$ cat src/rtl/cart_bank_pkg.sv
package cart_bank_pkg;

  typedef enum logic [1:0] {
    MIR_ONE_LO = 2'd0,
    MIR_ONE_HI = 2'd1,
    MIR_VERT   = 2'd2,
    MIR_HORZ   = 2'd3
  } mirror_e;

  // Register target index: {group, index}
  typedef struct packed {
    logic sup;
    logic idx;
  } sel_t;

  localparam int unsigned TGT_CHR   = 0;
  localparam int unsigned TGT_INNER = 1;
  localparam int unsigned TGT_MODE  = 2;
  localparam int unsigned TGT_OUTER = 3;
  localparam int unsigned TGT_COUNT = 4;

endpackage

$ cat src/rtl/cbr_decode.sv
module cbr_decode #(
  parameter int unsigned ADDR_W = 16,
  parameter logic [ADDR_W-1:0] SEL_LO = 16'h5000,
  parameter logic [ADDR_W-1:0] SEL_HI = 16'h5FFF,
  parameter logic [ADDR_W-1:0] VAL_LO = 16'h8000
) (
  input  logic              cpu_we,
  input  logic [ADDR_W-1:0] cpu_addr,
  output logic              sel_we,
  output logic              val_we
);

  logic in_sel_win;
  logic in_val_win;

  always_comb begin
    in_sel_win = (cpu_addr >= SEL_LO) && (cpu_addr <= SEL_HI);
    in_val_win = (cpu_addr >= VAL_LO);
    sel_we     = cpu_we && in_sel_win;
    val_we     = cpu_we && in_val_win;
  end

endmodule

$ cat src/rtl/cbr_select.sv
module cbr_select
  import cart_bank_pkg::*;
#(
  parameter int unsigned DATA_W    = 8,
  parameter int unsigned GROUP_BIT = 7,
  parameter int unsigned INDEX_BIT = 0,
  parameter sel_t        RST_SEL   = '{sup: 1'b1, idx: 1'b1}
) (
  input  logic              clk,
  input  logic              rst,
  input  logic              sel_we,
  input  logic              val_we,
  input  logic [DATA_W-1:0] cpu_data,
  output sel_t              sel_q
);

  always_ff @(posedge clk) begin
    if (rst) begin
      sel_q <= RST_SEL;
    end else if (sel_we) begin
      sel_q.sup <= cpu_data[GROUP_BIT];
      sel_q.idx <= cpu_data[INDEX_BIT];
    end
  end

  AST_SEL_LOAD: assert property (@(posedge clk) disable iff (rst)
    sel_we |=> (sel_q.sup == $past(cpu_data[GROUP_BIT])) && (sel_q.idx == $past(cpu_data[INDEX_BIT])));

  AST_SEL_KEEP: assert property (@(posedge clk) disable iff (rst)
    (val_we && !sel_we) |=> $stable(sel_q));

endmodule

$ cat src/rtl/cbr_regfile.sv
module cbr_regfile
  import cart_bank_pkg::*;
#(
  parameter int unsigned DATA_W   = 8,
  parameter int unsigned CHR_W    = 2,
  parameter int unsigned INNER_W  = 4,
  parameter int unsigned OUTER_W  = 6,
  parameter int unsigned NT_BIT   = 4,
  parameter int unsigned MODE_W   = 6
) (
  input  logic               clk,
  input  logic               rst,
  input  logic               val_we,
  input  sel_t               sel_q,
  input  logic [DATA_W-1:0]  cpu_data,
  output logic [CHR_W-1:0]   chr_q,
  output logic [INNER_W-1:0] inner_q,
  output logic [OUTER_W-1:0] outer_q,
  output logic [MODE_W-1:0]  mode_q,
  output logic               nt_flag_q
);

  localparam int unsigned TGT_W = $clog2(TGT_COUNT);

  logic [TGT_COUNT-1:0] tgt_we;
  logic [TGT_W-1:0]     tgt_idx;
  logic                 user_we;
  logic                 one_screen;
  logic                 unused_data_bits;

  assign tgt_idx = {sel_q.sup, sel_q.idx};

  for (genvar g = 0; g < TGT_COUNT; g++) begin : g_tgt_we
    assign tgt_we[g] = val_we && (tgt_idx == TGT_W'(g));
  end

  assign user_we    = tgt_we[TGT_CHR] | tgt_we[TGT_INNER];
  assign one_screen = (mode_q[1:0] == MIR_ONE_LO) || (mode_q[1:0] == MIR_ONE_HI);
  assign unused_data_bits = ^cpu_data[DATA_W-1:MODE_W];

  always_ff @(posedge clk) begin
    if (rst) begin
      chr_q <= '0;
    end else if (tgt_we[TGT_CHR]) begin
      chr_q <= cpu_data[CHR_W-1:0];
    end
  end

  always_ff @(posedge clk) begin
    if (rst) begin
      inner_q <= '0;
    end else if (tgt_we[TGT_INNER]) begin
      inner_q <= cpu_data[INNER_W-1:0];
    end
  end

  always_ff @(posedge clk) begin
    if (rst) begin
      mode_q <= '1;
    end else if (tgt_we[TGT_MODE]) begin
      mode_q <= cpu_data[MODE_W-1:0];
    end
  end

  always_ff @(posedge clk) begin
    if (rst) begin
      outer_q <= '1;
    end else if (tgt_we[TGT_OUTER]) begin
      outer_q <= cpu_data[OUTER_W-1:0];
    end
  end

  always_ff @(posedge clk) begin
    if (rst) begin
      nt_flag_q <= 1'b0;
    end else if (user_we && one_screen) begin
      nt_flag_q <= cpu_data[NT_BIT];
    end
  end

  AST_IDLE_HOLD: assert property (@(posedge clk) disable iff (rst)
    !val_we |=> $stable({chr_q, inner_q, outer_q, mode_q, nt_flag_q}));

  AST_FLAG_GUARD: assert property (@(posedge clk) disable iff (rst)
    (user_we && mode_q[1]) |=> $stable(nt_flag_q));

  AST_RESET_VALUES: assert property (@(posedge clk) disable iff (rst)
    $fell(rst) |-> (chr_q == '0) && (inner_q == '0) && (&outer_q) && (&mode_q) && !nt_flag_q);

  AST_ONE_TARGET: assert property (@(posedge clk) disable iff (rst)
    $onehot0(tgt_we));

endmodule

$ cat src/rtl/cbr_ntsel.sv
module cbr_ntsel
  import cart_bank_pkg::*;
(
  input  logic       clk,
  input  logic       rst,
  input  logic [1:0] mirror,
  input  logic       nt_flag,
  input  logic       ppu_a10,
  input  logic       ppu_a11,
  output logic       nt_a10
);

  always_comb begin
    unique case (mirror_e'(mirror))
      MIR_VERT: nt_a10 = ppu_a10;
      MIR_HORZ: nt_a10 = ppu_a11;
      default:  nt_a10 = nt_flag;
    endcase
  end

  AST_NT_VERT: assert property (@(posedge clk) disable iff (rst)
    (mirror == MIR_VERT) |-> (nt_a10 == ppu_a10));

  AST_NT_HORZ: assert property (@(posedge clk) disable iff (rst)
    (mirror == MIR_HORZ) |-> (nt_a10 == ppu_a11));

endmodule

$ cat src/rtl/cart_bank_regs.sv
module cart_bank_regs
  import cart_bank_pkg::*;
#(
  parameter int unsigned ADDR_W  = 16,
  parameter int unsigned DATA_W  = 8,
  parameter int unsigned CHR_W   = 2,
  parameter int unsigned INNER_W = 4,
  parameter int unsigned OUTER_W = 6,
  parameter int unsigned NT_BIT  = 4
) (
  input  logic               clk,
  input  logic               rst,
  input  logic [ADDR_W-1:0]  cpu_addr,
  input  logic [DATA_W-1:0]  cpu_data,
  input  logic               cpu_we,
  input  logic               ppu_a10,
  input  logic               ppu_a11,
  output logic [CHR_W-1:0]   chr_bank,
  output logic               nt_a10,
  output logic [INNER_W-1:0] inner_bank,
  output logic [OUTER_W-1:0] outer_bank,
  output logic [1:0]         prg_mode,
  output logic [1:0]         outer_size,
  output logic [1:0]         mirror_mode
);

  localparam int unsigned MODE_W = 6;

  logic       sel_we;
  logic       val_we;
  sel_t       sel_q;
  logic [MODE_W-1:0] mode_q;
  logic       nt_flag_q;

  cbr_decode #(.ADDR_W(ADDR_W)) u_decode (
    .cpu_we   (cpu_we),
    .cpu_addr (cpu_addr),
    .sel_we   (sel_we),
    .val_we   (val_we)
  );

  cbr_select #(.DATA_W(DATA_W)) u_select (
    .clk      (clk),
    .rst      (rst),
    .sel_we   (sel_we),
    .val_we   (val_we),
    .cpu_data (cpu_data),
    .sel_q    (sel_q)
  );

  cbr_regfile #(
    .DATA_W  (DATA_W),
    .CHR_W   (CHR_W),
    .INNER_W (INNER_W),
    .OUTER_W (OUTER_W),
    .NT_BIT  (NT_BIT),
    .MODE_W  (MODE_W)
  ) u_regs (
    .clk       (clk),
    .rst       (rst),
    .val_we    (val_we),
    .sel_q     (sel_q),
    .cpu_data  (cpu_data),
    .chr_q     (chr_bank),
    .inner_q   (inner_bank),
    .outer_q   (outer_bank),
    .mode_q    (mode_q),
    .nt_flag_q (nt_flag_q)
  );

  assign mirror_mode = mode_q[1:0];
  assign prg_mode    = mode_q[3:2];
  assign outer_size  = mode_q[5:4];

  cbr_ntsel u_nt (
    .clk     (clk),
    .rst     (rst),
    .mirror  (mirror_mode),
    .nt_flag (nt_flag_q),
    .ppu_a10 (ppu_a10),
    .ppu_a11 (ppu_a11),
    .nt_a10  (nt_a10)
  );

  AST_OUTER_WRITE: assert property (@(posedge clk) disable iff (rst)
    (val_we && sel_q.sup && sel_q.idx) |=> (outer_bank == $past(cpu_data[OUTER_W-1:0])));

  AST_CHR_WRITE: assert property (@(posedge clk) disable iff (rst)
    (val_we && !sel_q.sup && !sel_q.idx) |=> (chr_bank == $past(cpu_data[CHR_W-1:0])));

endmodule

$ cat config.mk
export PLATFORM = sky130hd
export DESIGN_NAME = cart_bank_regs
export DESIGN_NICKNAME = d
export VERILOG_FILES = /design/src/rtl/cart_bank_pkg.sv /design/src/rtl/cbr_decode.sv /design/src/rtl/cbr_select.sv /design/src/rtl/cbr_regfile.sv /design/src/rtl/cbr_ntsel.sv /design/src/rtl/cart_bank_regs.sv
export SDC_FILE = /design/constraint.sdc
export NUM_CORES = 1
export LEC_CHECK = 0
export ABC_AREA = 1
export BUFFER_PORTS_ARGS = -buffer_cell sky130_fd_sc_hd__buf_4
export CAP_MARGIN = 15
export CORE_MARGIN = 2
export CORE_UTILIZATION = 39
export DETAILED_ROUTE_END_ITERATION = 16
export MAX_ROUTING_LAYER = met4
export PLACE_DENSITY = 0.7
export SLEW_MARGIN = 10
export SYNTH_ARGS = -nofsm -noshare
export SYNTH_HDL_FRONTEND = slang
export SYNTH_SLANG_ARGS = --single-unit
export TNS_END_PERCENT = 30
$ cat constraint.sdc
create_clock -name clk -period 1.2 [get_ports clk]
set_clock_uncertainty 0.15 [all_clocks]
set_input_delay 0.24 -clock clk [delete_from_list [all_inputs] [get_ports clk]]
set_output_delay 0.24 -clock clk [all_outputs]
set_load 0.05 [all_outputs]
==> flow_metrics.env <==
export IMPL_outcome="finished, violations left"
export IMPL_violations="setup timing"
export IMPL_ys_seq_elements=21
export IMPL_detail_route_wl_per_cell_um=11.4
export IMPL_via_per_inst=4.93
export IMPL_start_util_pct=41.6
export IMPL_fp_dieH_um=52.8
export IMPL_synth_warnings=0
export IMPL_dieWidth_um=52.8
export IMPL_drive_gt1_share_pct=47.1
export IMPL_hold_path_class="input pin to flip-flop"
export IMPL_htree_num_levels=1
export IMPL_synth_cells=128
export IMPL_layout_commonest_cell="nand2_1"
export IMPL_io_buffers=34
export IMPL_ys_seq_area_share_pct=45.3
export IMPL_fin_ws_ns=-0.256
export IMPL_drv_cap=0
export IMPL_cp_start_kind="flip-flop"
export IMPL_synth_compound_area_share_pct=0.539
export IMPL_tns_ns=-0.731
export IMPL_synthXorXnorAreaFrac_pct=0
export IMPL_critPathMaxFanout=3
export IMPL_rows=17
export IMPL_track_usage_pct=18.8
export IMPL_max_slew_margin_rel_pct=82.9
export IMPL_vias=986
export IMPL_mostFrequentLayoutCells="nand2_1 (34), buf_4 (21), nand3_1 (17), dfxtp_2 (17), buf_8 (16)"
export IMPL_ant_nets=0
export IMPL_grt_max_degree=21
export IMPL_syn2layout_area_growth_pct=64.0
export IMPL_overflow=0
export IMPL_fmax_mhz=687
export IMPL_grt_pass1_wl_um=3770
export IMPL_yosysUniqueCellTypes=18
export IMPL_cts_buffer_depth=2
export IMPL_finalNetCount=202
export IMPL_p_leak_nw=0.731
export IMPL_synthSimpleGateAreaFrac_pct=44.1
export IMPL_worst_slew_pin_slew_ns=0.255
export IMPL_diodes=0
export IMPL_cts_sinks=21
export IMPL_rsz0062_at_grt="yes"
export IMPL_final_min_clock_period_ns=1.46
export IMPL_design_portCount=48
export IMPL_drt_initial_drc_count=10
export IMPL_tritoncts="done"
export IMPL_finalMaxSlewViolations=0
export IMPL_cts_buffers=3
export IMPL_antenna_found_initial=0
export IMPL_synthAdderAreaFrac_pct=0
export IMPL_required_ns=0.81
export IMPL_dr_pass1_iters=5
export IMPL_synth_mux_area_share_pct=0
export IMPL_fp_dieArea_mm2=0.00279
export IMPL_fin_area_mm2=0.00152
export IMPL_netlist_area_um2=928
export IMPL_path_clk_slew_ns=0.11
export IMPL_hpwlAfterDp_um=1640
export IMPL_root_buffer="clkbuf_4"
export IMPL_place_area_mm2=0.00126
export IMPL_end_kind="output port"
export IMPL_fin_crit_sh_pct=121
export IMPL_hold_viol_final=0
export IMPL_post_route_drc_count=0
export IMPL_synth_fp_nets=157
export IMPL_cp_arrival_ns=1.07
export IMPL_ir_worst_vdd_v=0.000678
export IMPL_core_area_mm2=0.00223
export IMPL_drt_wl_total_um=2270
export IMPL_synth_top_family_by_area="simple AND/OR/NAND/NOR gates"
export IMPL_gp_congestion=0.803
export IMPL_crit_type="flip-flop to output port"
export IMPL_setup_violations=4
export IMPL_avgSynthCellArea_um2=7.25
export IMPL_power_density_mw_per_mm2=887
export IMPL_grt_pass1_vias=958
export IMPL_clk_latency_ns=0.30
[worst paths after layout]
path / cells after the start / from / to / slack [ns]
max: 5 / u_regs.mode_q[1] / nt_a10 / -0.26
min: 3 / cpu_data[7] / u_select.sel_q[1] / 0.01
max reg2reg: 7 / u_regs.mode_q[1] / u_regs.nt_flag_q / -0.01
min reg2reg: 2 / u_regs.nt_flag_q / u_regs.nt_flag_q / 0.32
[cell families (layout without fill, tap and decap cells)]
group / after synthesis / after routing
and+or+nand+nor: 87 / 87
DFF: 21 / 21
AOI/OAI and AO/OA: 1 / 1
buffers and inverters: 19 / 63
[metrics by stage]
step	utilization (%)	cells	worst slack [ns]	power, W	hold slack, ns
final	68.2	200	-0.256	0.00135	0.00967
after global routing	68.2	200	-0.314	0.00142	0.00702
after detailed placement	56.5	191	0.0155	0.000991	0.268
after global placement	56.5	191	0.0230	0.000986	0.260
after floorplan	-	128	0.00122	0.000888	0.159
after CTS	65.0	199	-0.271	0.00136	0.00358
[final cells by class]
| type | count | area, µm² |
|---|---|---|
| fill | 180 | 711 |
| clock inverter | 1 | 5.00 |
| timing repair buffer | 45 | 495 |
| inverter | 14 | 60.1 |
| sequential | 21 | 453 |
| multi-input combinational | 88 | 452 |
| tap | 28 | 35.0 |
| clock buffer | 3 | 22.5 |
[cells in the mapped netlist]
| library cell | instances | share of area, % |
|---|---|---|
| nand2_4 | 1 | 1.2 |
| clkbuf_1 | 2 | 0.81 |
| nor3_2 | 1 | 1.1 |
| inv_4 | 1 | 0.67 |
| nand4_1 | 12 | 8.1 |
| a21oi_1 | 1 | 0.54 |
| buf_6 | 1 | 1.2 |
| nor2_4 | 1 | 1.2 |
| buf_4 | 2 | 1.6 |
| inv_2 | 1 | 0.40 |
| nor3_1 | 1 | 0.54 |
| nand3_1 | 19 | 10 |
| inv_1 | 11 | 4.4 |
| nor2_1 | 16 | 6.5 |
| clkinv_4 | 1 | 0.94 |
| nand3_2 | 1 | 1.1 |
| nand2_1 | 35 | 14 |
| dfxtp_1 | 21 | 45 |
[layer usage]
layer | part of all wire, % | global-route usage, %
met1 | 40 | 19.8
met2 | 56 | 35.4
met3 | 4.1 | 3.43
met4 | 0.62 | 5.13
met5 | 0 | -
[sequential cells by signal (all words and copies together) (netlist names)]
signal            flops
u_regs.nt_flag_q      1
u_regs.mode_q         6
u_regs.chr_q          2
u_select.sel_q        2
u_regs.inner_q        4
u_regs.outer_q        6
[worst max-delay path: stages (launching register included)]
cell and delay [ns]:
dfxtp_4 0.37, inv_2 0.03, nor2_1 0.07, nand2_1 0.09
nand3_4 0.07, buf_8 0.14
[timing repair]
item / in CTS / in global routing
setup buffers: 3 / 3
pin swaps: 1 / 1
resized for setup: 47 / 19
hold endpoints to repair: 1 / 0
endpoints found under the setup margin: 23 / 38
hold buffers: 1 / 0
cloned: 0 / 0
[where the power goes]
part	leakage [nW]	total [W]	internal (W)	switching [W]
Clock	0.0177	0.000334	0.000124	0.000210
Sequential	0.169	0.000730	0.000713	0.0000171
Combinational	0.544	0.000286	0.000125	0.000162
Total	0.731	0.00135	0.000962	0.000388
Note: power is estimated with default switching activity, not from simulation.
